[config.mk]
export PLATFORM = sky130hd
export DESIGN_NAME = stack_branch_seq
export DESIGN_NICKNAME = d
export VERILOG_FILES = /design/src/rtl/stack_branch_seq.sv
export SDC_FILE = /design/constraint.sdc
export NUM_CORES = 1
export LEC_CHECK = 0
export ABC_AREA = 1
export CAP_MARGIN = 20
export CORE_MARGIN = 2
export CORE_UTILIZATION = 52
export CTS_CLUSTER_SIZE = 28
export DETAILED_ROUTE_END_ITERATION = 10
export PLACE_DENSITY = 0.93
export SYNTH_ARGS = -nofsm -noshare
export SYNTH_HDL_FRONTEND = slang
export SYNTH_SLANG_ARGS = --single-unit
[constraint.sdc]
create_clock -name clk -period 7.1 [get_ports clk]
set_clock_uncertainty 0.15 [all_clocks]
set_input_delay 1.42 -clock clk [delete_from_list [all_inputs] [get_ports clk]]
set_output_delay 1.42 -clock clk [all_outputs]
set_load 0.005 [all_outputs]
[src/rtl/stack_branch_seq.sv]
module stack_branch_seq #(
  parameter int W = 32,
  parameter logic [W-1:0] SP_INIT = {{(W-2){1'b1}}, 2'b00}
) (
  input  logic         clk,
  input  logic         rst_n,
  input  logic         start,
  input  logic [2:0]   op,
  input  logic [2:0]   cc,
  input  logic         fl_of,
  input  logic         fl_sf,
  input  logic         fl_zf,
  input  logic [W-1:0] src,
  input  logic [W-1:0] next_pc,
  output logic [W-1:0] mem_addr,
  output logic [W-1:0] mem_wdata,
  output logic         mem_we,
  input  logic [W-1:0] mem_rdata,
  output logic [W-1:0] pc,
  output logic [W-1:0] sp,
  output logic         done,
  output logic         res_we,
  output logic         res_low_byte,
  output logic [W-1:0] res_data
);
  localparam logic [W-1:0] STEP = W'(W / 8);
  localparam logic [2:0] OP_PUSH = 3'd0, OP_POP = 3'd1, OP_CALL = 3'd2, OP_RET = 3'd3,
                         OP_JMP = 3'd4, OP_JCC = 3'd5, OP_SETB = 3'd6;

  typedef enum logic [1:0] {S_IDLE, S_WR, S_RD, S_WT} state_t;
  state_t state;
  logic [2:0]   op_q;
  logic [W-1:0] wd_q, tgt_q;
  logic         lt, hold;

  assign lt = fl_sf ^ fl_of;
  always_comb begin
    case (cc)
      3'd0, 3'd6: hold = fl_zf;
      3'd1, 3'd7: hold = !fl_zf;
      3'd2:       hold = lt;
      3'd3:       hold = !lt;
      3'd4:       hold = lt | fl_zf;
      default:    hold = !(lt | fl_zf);
    endcase
  end

  assign mem_addr  = sp;
  assign mem_wdata = wd_q;
  assign mem_we    = (state == S_WR);

  always_ff @(posedge clk) begin
    if (!rst_n) begin
      state <= S_IDLE;
      op_q <= '0;
      wd_q <= '0;
      tgt_q <= '0;
      pc <= '0;
      sp <= SP_INIT;
      done <= 1'b0;
      res_we <= 1'b0;
      res_low_byte <= 1'b0;
      res_data <= '0;
    end else begin
      done <= 1'b0;
      res_we <= 1'b0;
      res_low_byte <= 1'b0;
      case (state)
        S_IDLE: if (start) begin
          op_q <= op;
          case (op)
            OP_PUSH: begin
              sp <= sp - STEP;
              wd_q <= src;
              state <= S_WR;
            end
            OP_CALL: begin
              sp <= sp - STEP;
              wd_q <= next_pc;
              tgt_q <= src;
              state <= S_WR;
            end
            OP_POP, OP_RET: state <= S_RD;
            OP_JMP: begin
              pc <= src;
              done <= 1'b1;
            end
            OP_JCC: begin
              pc <= hold ? src : next_pc;
              done <= 1'b1;
            end
            OP_SETB: begin
              res_data <= {{(W-1){1'b0}}, hold};
              res_we <= 1'b1;
              res_low_byte <= 1'b1;
              done <= 1'b1;
            end
            default: done <= 1'b1;
          endcase
        end
        S_WR: begin
          if (op_q == OP_CALL) pc <= tgt_q;
          done <= 1'b1;
          state <= S_IDLE;
        end
        S_RD: state <= S_WT;
        default: begin
          if (op_q == OP_RET) pc <= mem_rdata;
          else begin
            res_data <= mem_rdata;
            res_we <= 1'b1;
          end
          sp <= sp + STEP;
          done <= 1'b1;
          state <= S_IDLE;
        end
      endcase
    end
  end

  // the store lands at a pointer already lowered one cycle before
  a_r2_store_after_dec: assert property (@(posedge clk) disable iff (!rst_n)
    mem_we |-> sp == $past(sp) - STEP);
  // a popped result comes with the raised pointer
  a_r3_pop_raises_sp: assert property (@(posedge clk) disable iff (!rst_n)
    (res_we && !res_low_byte) |-> sp == $past(sp) + STEP);
  // conditional set carries a single bit
  a_r9_setb_one_bit: assert property (@(posedge clk) disable iff (!rst_n)
    (res_we && res_low_byte) |-> res_data[W-1:1] == '0);
  // pointer stays word aligned
  a_r11_sp_aligned: assert property (@(posedge clk) disable iff (!rst_n)
    $stable(sp[1:0]));
  // the program counter only moves when an operation completes
  a_r10_pc_moves_on_done: assert property (@(posedge clk) disable iff (!rst_n)
    !done |-> $stable(pc));
endmodule

# == After elaboration in Yosys (flattened, before gate mapping) ==
# Cells that the tools add are included.
# word_totals
reg_bits,168
inputBits,108
out_inout_bits,164
wordCells,86
# op_classes
addsub,2
n_eq_ne,23
n_mux,25
bitwise_logic,4
reduce_logical,22
# op_table
cell,count
$mux W32,9
$pmux W32 S2,4
$pmux W32 S3,1
$add A32 B3 Y32 const B,1
$sub A32 B3 Y32 const B,1
$eq A3 B2 Y1 const B,6
$eq A3 B3 Y1 const B,6
$reduce_or A2 Y1,5
$reduce_and A3 Y1,3
$pmux W2 S2,2
$eq A3 B1 Y1 const B,2
$logic_not A3 Y1,2
$ne A2 B1 Y1 const B,3
$reduce_and A2 Y1,3
$mux W1,5
$pmux W1 S5,1
$reduce_and A5 Y1,1
$ne A2 B2 Y1 const B,2
$pmux W1 S2,2
$reduce_and A4 Y1,1
$reduce_or A4 Y1,1
$logic_not A1 Y1,3
$ne A3 B1 Y1 const B,1
$ne A3 B2 Y1 const B,1
9 further kinds,10

# == Longest topological paths before layout ==
# Gate-level depths: netlist (run 1).
# depth
ltp_word,8
mapped_depth,19
depth_no_buf,17

# == Least setup slack after synthesis (run 1) ==
# No wires, ideal clock.
# synth_path
kind,input to register
startpoint,in op[2]
endpoint,reg tgt_q[23]
setup_time_ns,0.070
t_arrival_ns,2.549
required_ns,6.880
path_slack_ns,4.331
path_stages,7
n_path_buf,2
path_cell_list,buf_2 -> nor3_2 -> nand2_1 -> inv_2 -> clkbuf_1 -> o21ai_0 -> a21oi_1
# synth_between
elab_chain_len,2
# synth_rtl
element,line,text
start: declaration,8,"input logic [2:0] op,"
$eq A3 B2 Y1,71,case (op)
$reduce_and A3 Y1 (no source line),n/a,
end signal: assignment,80,tgt_q <= src;
end: declaration,33,"logic [W-1:0] wd_q, tgt_q;"
# Every way passes these cells.
# A chain may end at the register's enable or synchronous reset.

# == Worst setup path in the final report (run 1) ==
# layout_path
startpoint,in op[1]
endpoint,reg pc[20]
# layout_between
elab_chain_len,4
word_cells_on_any_way,7
classes_between,eq/ne (3); mux (3); reduce/logical (1)
# layout_rtl
element,line,text
$eq A3 B3 Y1,71,
$pmux W32 S2,71,
$mux W32,69,S_IDLE: if (start) begin
$pmux W32 S3,68,case (state)
end signal: assignment,85,pc <= src;
end signal: assignment,89,pc <= hold ? src : next_pc;
end signal: assignment,102,if (op_q == OP_CALL) pc <= tgt_q;
end: declaration,19,"output logic [W-1:0] pc,"
# Parallel ways exist; a longest one is shown, timed or not. The select of a mux whose other input is x is not followed.

==> results of run 1 <==
final cells by class:
| cell class | count | area (µm²) |
|---|---|---|
| Timing Repair Buffer | 280 | 2780 |
| Sequential cell | 166 | 3320 |
| Tap cell | 229 | 287 |
| Clock buffer | 18 | 439 |
| Antenna cell | 3 | 7.51 |
| Clock inverter | 14 | 188 |
| Multi-Input combinational cell | 942 | 4870 |
| Fill cell | 1431 | 5360 |
| Inverter | 141 | 529 |
power groups by stage:
stage,Clock (mW),Combinational [mW],Sequential (mW)
final,0.982,3.20,1.40
after detailed placement,0,3.11,1.41
after floorplan,0,2.09,1.38
after global placement,0,3.04,1.40
after global routing,1.02,3.50,1.44
after CTS,0.982,3.14,1.40
worst max-delay path, stage by stage:
cell,delay [ns]
clkdlybuf4s50_1,0.48
inv_2,0.51
a21oi_1,0.13
nor3_1,0.18
nand3_1,0.09
buf_4,0.26
inv_1,0.80
o21ai_0,0.21
a21oi_1,0.26
through the flow:
step | hold slack [ns] | utilization (%) | total power [mW]
finish | 0.319 | 69.9 | 5.58
global route | 0.333 | 69.9 | 5.96
CTS | 0.319 | 69.7 | 5.52
detailed placement | 0.307 | 66.2 | 4.52
global placement | 0.301 | 66.2 | 4.45
floorplan | 0.300 | - | 3.47
cell families (layout without fill, tap and decap cells):
family	Yosys count	count (layout)	synth area share, %
DFF	166	166	35.5
AOI/OAI and AO/OA	475	475	28.0
adders and majority gates	6	6	0.803
other	1	7	0.0401
and+or+nand+nor	444	444	21.1
xor gates and xnor gates	13	13	1.74
buffers and inverters	260	453	12.7
synthesized netlist by cell type, drive strengths merged:
| master | count |
|---|---|
| nand2 | 260 |
| a21oi | 219 |
| o21ai | 172 |
| dfxtp | 166 |
| inv | 141 |
| nor2 | 83 |
| nand3 | 72 |
| buf | 61 |
| clkbuf | 58 |
| a221oi | 34 |
| o22ai | 30 |
| xor2 | 11 |
| o211ai | 9 |
| nor3 | 8 |
| ha | 6 |
| nand4 | 6 |
| or2 | 6 |
| and2 | 4 |
| o21bai | 4 |
| nand3b | 3 |
| o221ai | 3 |
| xnor2 | 2 |
| a21o | 1 |
| and3 | 1 |
| conb | 1 |
| nor2b | 1 |
| o21a | 1 |
| o22a | 1 |
| o41ai | 1 |
metal layers:
metal	part of all wire [%]	GRT usage (%)	routed length [µm]	up-vias
met3	10	7.90	3270	118
met1	38	39.7	12300	4888
met5	0	0	0	-
li1	-	-	-	4937
met2	47	54.7	15200	668
met4	5.0	16.9	1640	0
how the worst max path moves through the flow:
stage          startpoint   endpoint  slack [ns]
3_3_place_gp        op[1]      pc[5]        2.75
6_report            op[1]     pc[20]        2.94
2_1_floorplan       op[2]  tgt_q[23]        4.33
5_1_grt             op[1]     pc[20]        2.78
4_1_cts             op[1]     pc[20]        2.99
3_5_place_dp        op[1]     pc[20]        2.61
flip-flops by register name, summed over array words and instances, names as in the netlist:
signal	count
mem_wdata	32
pc	32
res_data	32
tgt_q	32
mem_addr	30
op_q	3
state	2
done	1
res_low_byte	1
res_we	1
==> results.sh, run 1 <==
export IMPL_status="complete, no violations"
export IMPL_antenna_found_initial=3
export IMPL_power_density_nw_per_um2=449
export IMPL_syn_avg_cell_area_um2=6.85
export IMPL_final_common_cell="clkdlybuf4s50_1"
export IMPL_crit_path_end_kind="flip-flop"
export IMPL_finalNonFillerCells=1793
export IMPL_seqPwrFrac_pct=25.1
export IMPL_std_cell_rows=49
export IMPL_tightestPinTransition_ns=1.12
export IMPL_ir_drop_mv=0.243
export IMPL_crit_fanout=33
export IMPL_holdCritStartpoint="res_data[5]"
export IMPL_netlist_top_cell_by_area="dfxtp_1"
export IMPL_ctsHtreeMaxLevel=4
export IMPL_fp_dieW_um=138
export IMPL_routed_wl_um=32500
export IMPL_reg2reg_from="state[0]"
export IMPL_yosys_top_cells_area="dfxtp_1 (36%), a21oi_1 (12%), nand2_1 (9.6%)"
export IMPL_synth_top_cell_area_share_pct=35.5
export IMPL_drc=0
export IMPL_cts_hold_buf=0
export IMPL_clockRootBuffer="clkbuf_16"
export IMPL_antenna_left=0
export IMPL_p_leak_nw=5.15
export IMPL_post_route_cell_area_um2=12400
export IMPL_final_hold_violation_count=0
export IMPL_slew_violations=0
export IMPL_path_clk_slew_ns=0.07
export IMPL_cts_buffer_depth=2
export IMPL_r2r_end="pc[20]"
export IMPL_grt_pass1_vias=10000
export IMPL_post_cts_setup_buffer_count=0
export IMPL_maxCapViolCount=0
export IMPL_place_gp_congestion=1.00
export IMPL_port_buffers=267
export IMPL_fmaxAchievable_mhz=240
export IMPL_placed_area_um2=11800
export IMPL_grt_pass1_wl_um=51500
export IMPL_fp_coreArea_um2=17800
export IMPL_path_class="input port to flip-flop"
export IMPL_layout_setup_ws_ns=2.94
export IMPL_post_drt_via_cell_ratio=5.92
export IMPL_most_common_layout_cells="clkdlybuf4s50_1 (266), nand2_1 (239), a21oi_1 (217)"
export IMPL_period_share_pct=58.6
export IMPL_syn_area_um2=9350
export IMPL_numClockSinks=166
export IMPL_detail_route_wl_per_cell_um=18.1
export IMPL_drive_above_1_share_pct=9.03
export IMPL_initial_core_util_pct=52.6
export IMPL_fin_nets=1662
export IMPL_whs_path_depth=2
export IMPL_arrival_ns=4.36
export IMPL_combPwrFrac_pct=57.3
export IMPL_dieArea_um2=19100
export IMPL_syn_inst=1365
export IMPL_ys_ff_latch=166
export IMPL_rsz0062_at_grt="no"
export IMPL_dp_cells=1757
export IMPL_ioPinCount=272
export IMPL_pwr_share_clk_pct=17.6
export IMPL_grt_max_degree=112
export IMPL_switchingPower_mw=2.60
export IMPL_reg2reg_depth=10
export IMPL_setup_viol=0
export IMPL_tns_ns=0
export IMPL_hold_path_class="flip-flop to flip-flop"
export IMPL_min_to="res_data[5]"
export IMPL_max_slew_margin_pct=25.2
export IMPL_cts_tree="built"
export IMPL_crit_path_start_kind="input port"
export IMPL_ys_types=46
export IMPL_rrSetupSlack_ns=3.51
export IMPL_synthToLayoutAreaGrowth_pct=32.9
export IMPL_dp_worst_setup_slack_ns=2.61
export IMPL_track_usage_pct=32.9
export IMPL_drt_first_pass_iters=8
export IMPL_swShare_pct=46.6
export IMPL_yosysWarningCount=0
export IMPL_cts_buffers=17
export IMPL_min_period_ns=4.16
export IMPL_hpwl_um=22200
export IMPL_first_iter_violations=1070
export IMPL_vias=10600
export IMPL_cts_resized=0
export IMPL_die_h_um=138
export IMPL_grt_overflow_total=0
export IMPL_worstSkewPairLatency_ns=0.44
export IMPL_synth_yosys_seq_area_share_pct=35.5
export IMPL_power_internal_mw=2.98
export IMPL_worstPathRequired_ns=7.30
No activity file was read; power rests on OpenSTA's default activity.
==> run 2: changes to the inputs <==
- CORE_UTILIZATION: 52 -> 44
- PLACE_DENSITY: 0.93 -> 0.84
- clock period: 7.1 -> 3.6 ns (I/O delays scaled with it)
==> results.sh, run 2 (synthesized netlist as in run 1, its figures left out) <==
export IMPL_ioPinCount=272
export IMPL_most_common_layout_cells="clkdlybuf4s50_1 (266), nand2_1 (239), a21oi_1 (217)"
export IMPL_cts_resized=0
export IMPL_final_common_cell="clkdlybuf4s50_1"
export IMPL_initial_core_util_pct=44.6
export IMPL_numClockSinks=166
export IMPL_port_buffers=267
export IMPL_place_gp_congestion=0.988
export IMPL_first_iter_violations=721
export IMPL_cts_buffers=17
export IMPL_die_h_um=150
export IMPL_clockRootBuffer="clkbuf_16"
export IMPL_drc=0
export IMPL_maxCapViolCount=0
export IMPL_drt_first_pass_iters=5
export IMPL_dp_worst_setup_slack_ns=0.553
export IMPL_post_cts_setup_buffer_count=0
export IMPL_path_clk_slew_ns=0.07
export IMPL_slew_violations=0
export IMPL_track_usage_pct=28.5
export IMPL_fill_cells=1941
export IMPL_drive_above_1_share_pct=9.55
export IMPL_cpMostUsedCell="nand2_1"
export IMPL_worstSkewPairLatency_ns=0.43
export IMPL_n_antenna_cell=0
export IMPL_dieArea_um2=22400
export IMPL_p_leak_nw=5.17
export IMPL_swShare_pct=47.1
export IMPL_status="complete, no violations"
export IMPL_seqPwrFrac_pct=25.4
export IMPL_tightestPinTransition_ns=1.02
export IMPL_hpwl_um=23400
export IMPL_fp_dieW_um=150
export IMPL_slowest_delay_ns=0.51
export IMPL_ctsHtreeMaxLevel=4
export IMPL_final_hold_violation_count=0
export IMPL_ir_drop_mv=0.404
export IMPL_rsz0062_at_grt="no"
export IMPL_crit_path_end_kind="flip-flop"
export IMPL_max_slew_margin_pct=32.2
export IMPL_cpMaxStageDelayCell="inv_2"
export IMPL_vias=10300
export IMPL_fmaxAchievable_mhz=332
export IMPL_pwr_share_clk_pct=16.6
export IMPL_grt_pass1_vias=9988
export IMPL_std_cell_rows=53
export IMPL_power_density_nw_per_um2=873
export IMPL_post_drt_via_cell_ratio=5.61
export IMPL_arrival_ns=3.13
export IMPL_fp_coreArea_um2=21000
export IMPL_setup_viol=0
export IMPL_antenna_found_initial=0
export IMPL_cts_hold_buf=0
export IMPL_antenna_left=0
export IMPL_routed_wl_um=32700
export IMPL_fin_nets=1671
export IMPL_timing_hold_ws_ns=0.318
export IMPL_grt_overflow_total=0
export IMPL_hold_path_class="flip-flop to flip-flop"
export IMPL_switchingPower_mw=5.13
export IMPL_cts_tree="built"
export IMPL_worstPathRequired_ns=3.72
export IMPL_detail_route_wl_per_cell_um=17.7
export IMPL_crit_path_start_kind="flip-flop"
export IMPL_path_class="flip-flop to flip-flop"
export IMPL_grt_pass1_wl_um=50900
export IMPL_power_internal_mw=5.76
export IMPL_crit_fanout=27
export IMPL_layout_setup_ws_ns=0.587
export IMPL_cts_buffer_depth=2
export IMPL_tns_ns=0
export IMPL_path_cells="inv_1 > ha_2 > inv_2 > buf_4 > nand2_1 > nand2_1 > inv_2 > nand2_2 > nor2_1 > nor2b_2 > and2_1 > nand2_1 > nand2_1 > nand2_1 > nand2_1 > nand2_1 > nand3_1"
export IMPL_period_share_pct=83.7
export IMPL_synthToLayoutAreaGrowth_pct=33.5
export IMPL_grt_max_degree=111
export IMPL_combPwrFrac_pct=58.0
export IMPL_min_period_ns=3.01
[run 2: cell types whose count changed in the layout (fill, tap and decap cells not counted), sizes merged]
cell      before  now
diode          3    0
clkinvlp       0    1
buf           14   23
clkbuf        18   17
bufinv         2    0
inv          146  150
clkinv         7    5
[run 2: worst paths after layout]
kind                            depth (start not counted)            to         start  slack (ns)
worst min-delay path                                    2  res_data[16]  res_data[16]        0.32
worst max-delay path                                   17  mem_addr[31]      state[0]        0.59
worst max register to register                         17  mem_addr[31]      state[0]        0.59
worst min register to register                          2  res_data[16]  res_data[16]        0.32
[run 2: power by group through the flow]
stage                     combinational (mW)  sequential [mW]  clock [mW]
after floorplan                         4.12             2.72           0
after global placement                  6.14             2.77           0
after detailed placement                6.23             2.79           0
after CTS                               6.26             2.76        1.82
after global routing                    6.97             2.82        1.91
final                                   6.32             2.76        1.81
[run 2: layout make-up]
class,instances,area (µm²),share of cell area [%]
clock buffer,17,425,3.41
clock inverter,15,156,1.25
sequential,166,3320,26.6
timing repair buffer,289,2830,22.7
tap,275,344,2.76
multi-input combinational,942,4870,39.0
inverter,141,529,4.24
[run 2: worst max-delay path, delay by kind of cell, from the launching register on]
kind | cells | cell delay (ns)
adder cells (fa/ha/maj) | 1 | 0.28
buffers and inverters | 4 | 1.06
flip-flops | 1 | 0.36
AND/OR/NAND/NOR | 12 | 0.99
[run 2: through the flow]
stage	area, µm²	total power [mW]	utilization, %	instances
after floorplan	9360	6.84	-	1368
after global placement	11900	8.91	56.8	1813
after detailed placement	11900	9.02	56.8	1813
after CTS	12500	10.8	59.6	1845
after global routing	12500	11.7	59.6	1845
final	12500	10.9	59.6	1845
[run 2: metal layers]
metal | wire, µm | GRT usage, % | vias to the layer above | share of wire [%]
met2 | 15700 | 49.3 | 529 | 48
met1 | 12600 | 32.8 | 4772 | 39
met3 | 3020 | 7.20 | 85 | 9.2
met4 | 1350 | 13.7 | 0 | 4.1
li1 | - | - | 4962 | -
met5 | 0 | 0 | - | 0
==> run 3: changes to the inputs <==
- clock period: 3.6 -> 2.4 ns (I/O delays scaled with it)
==> results.sh, run 3 (synthesized netlist as in run 1, its figures left out) <==
export IMPL_setup_viol=12
export IMPL_fill_cells=1639
export IMPL_crit_path_start_kind="flip-flop"
export IMPL_holdCritStartpoint="res_data[29]"
export IMPL_placed_area_um2=12700
export IMPL_grt_max_degree=111
export IMPL_min_period_ns=2.49
export IMPL_place_gp_congestion=0.981
export IMPL_violations="setup timing"
export IMPL_most_common_layout_cells="clkdlybuf4s50_1 (266), a21oi_1 (205), nand2_1 (198)"
export IMPL_hpwl_um=24900
export IMPL_fin_nets=1780
export IMPL_reg2reg_from="state[0]"
export IMPL_std_cell_rows=53
export IMPL_status="finished, violations left"
export IMPL_clockRootBuffer="clkbuf_16"
export IMPL_wl_met1_um=13800
export IMPL_hold_path_class="flip-flop to flip-flop"
export IMPL_regArea_um2=3330
export IMPL_routed_top_layer="met4"
export IMPL_cts_buffers=17
export IMPL_max_slew_margin_pct=59.9
export IMPL_grt_pass1_vias=10400
export IMPL_port_buffers=267
export IMPL_routed_wl_met3_um=3960
export IMPL_fmaxAchievable_mhz=402
export IMPL_final_hold_violation_count=0
export IMPL_path_class="flip-flop to flip-flop"
export IMPL_drc=0
export IMPL_r2r_end="mem_addr[21]"
export IMPL_ctsHtreeMaxLevel=4
export IMPL_wl_met2_um=17800
export IMPL_antenna_found_initial=1
export IMPL_min_to="res_data[29]"
export IMPL_numClockSinks=166
export IMPL_crit_fanout=8
export IMPL_ir_drop_mv=0.645
export IMPL_worstSkewPairLatency_ns=0.44
export IMPL_fp_dieW_um=150
export IMPL_initial_core_util_pct=44.6
export IMPL_timing_hold_ws_ns=0.314
export IMPL_fp_coreArea_um2=21000
export IMPL_p_leak_nw=5.96
export IMPL_dieArea_um2=22400
export IMPL_rsz0062_at_grt="yes"
export IMPL_multi_input_area_um2=5510
export IMPL_vias=11400
export IMPL_grt_pass1_wl_um=53500
export IMPL_ioPinCount=272
export IMPL_detail_route_wl_per_cell_um=19.4
export IMPL_maxCapViolCount=0
export IMPL_power_density_nw_per_um2=1450
export IMPL_fin_util_pct=68.1
export IMPL_drt_first_pass_iters=5
export IMPL_final_common_cell="clkdlybuf4s50_1"
export IMPL_rrSetupSlack_ns=-0.09
export IMPL_n_antenna_cell=0
export IMPL_crit_path_end_kind="flip-flop"
export IMPL_slew_violations=0
export IMPL_grt_overflow_total=0
export IMPL_reg2reg_depth=16
export IMPL_cts_buffer_depth=2
export IMPL_period_share_pct=104
export IMPL_drive_above_1_share_pct=22.6
export IMPL_first_iter_violations=1155
export IMPL_arrival_ns=2.66
export IMPL_whs_path_depth=2
export IMPL_post_route_cell_area_um2=14300
export IMPL_track_usage_pct=30.2
export IMPL_tightestPinTransition_ns=0.601
export IMPL_path_clk_slew_ns=0.07
export IMPL_layout_setup_ws_ns=-0.0863
export IMPL_die_h_um=150
export IMPL_routed_wl_um=38000
export IMPL_synthToLayoutAreaGrowth_pct=52.7
export IMPL_post_drt_via_cell_ratio=5.86
export IMPL_cts_tree="built"
export IMPL_antenna_left=0
export IMPL_worstPathRequired_ns=2.58
-- run 3: worst max path at each step --
| stage | from | to | slack, ns |
|---|---|---|---|
| finish | state[0] | mem_addr[21] | -0.09 |
| global route | state[0] | mem_addr[24] | -0.24 |
| floorplan | state[0] | mem_addr[6] | 0.03 |
| CTS | state[0] | mem_addr[10] | -0.01 |
| detailed placement | state[0] | pc[13] | -0.10 |
| global placement | op[1] | res_data[31] | -0.06 |
-- run 3: where the power goes --
part | total, mW | switching (mW) | internal [mW]
combinational | 13.5 | 7.58 | 5.95
clock | 2.91 | 1.40 | 1.52
sequential | 4.24 | 0.792 | 3.45
total | 20.7 | 9.77 | 10.9
-- run 3: metrics by stage --
step	setup TNS (ns)	std cells	setup WS [ns]	power (mW)
2_1_floorplan	0	1368	0.0342	10.3
3_3_place_gp	-1.43	1899	-0.0590	14.8
3_5_place_dp	-1.67	1899	-0.105	15.0
4_1_cts	-0.0215	1934	-0.0127	18.1
5_1_grt	-2.09	1954	-0.239	21.7
6_report	-0.458	1954	-0.0863	20.7
-- run 3: layer usage --
metal	GRT usage, %	up-vias
li1	-	5181
met1	36.4	5315
met2	50.5	757
met3	6.95	191
met4	15.0	0
met5	0	-
-- run 3: layout make-up --
class                   count  share of cell area [%]
clock buffers              17                    2.98
repair buffers            398                    27.6
inverters                 141                    3.76
clock inverters            15                    1.38
multi-input cells         942                    38.6
well taps                 275                    2.41
flip-flops and latches    166                    23.3
-- run 3: worst max-delay path: stages (launching register included) --
cell and delay [ns]:
dfxtp_2 0.35, inv_2 0.06, ha_4 0.19, buf_8 0.16
clkbuf_16 0.18, nand2_1 0.13, inv_2 0.07, nor2_4 0.12
nand2_2 0.10, nor2_4 0.13, inv_2 0.07, nor2_4 0.17
nand4_1 0.17, nand3_2 0.15, nand2_1 0.06, nand2_1 0.06
o21ai_1 0.05
-- run 3: what timing repair did --
item | in CTS | in global routing
hold buffers | 0 | 0
setup buffers | 3 | 16
gates cloned | 0 | 4
pin swaps | 0 | 49
setup endpoints to repair | 34 | 75
resized for setup | 7 | 184
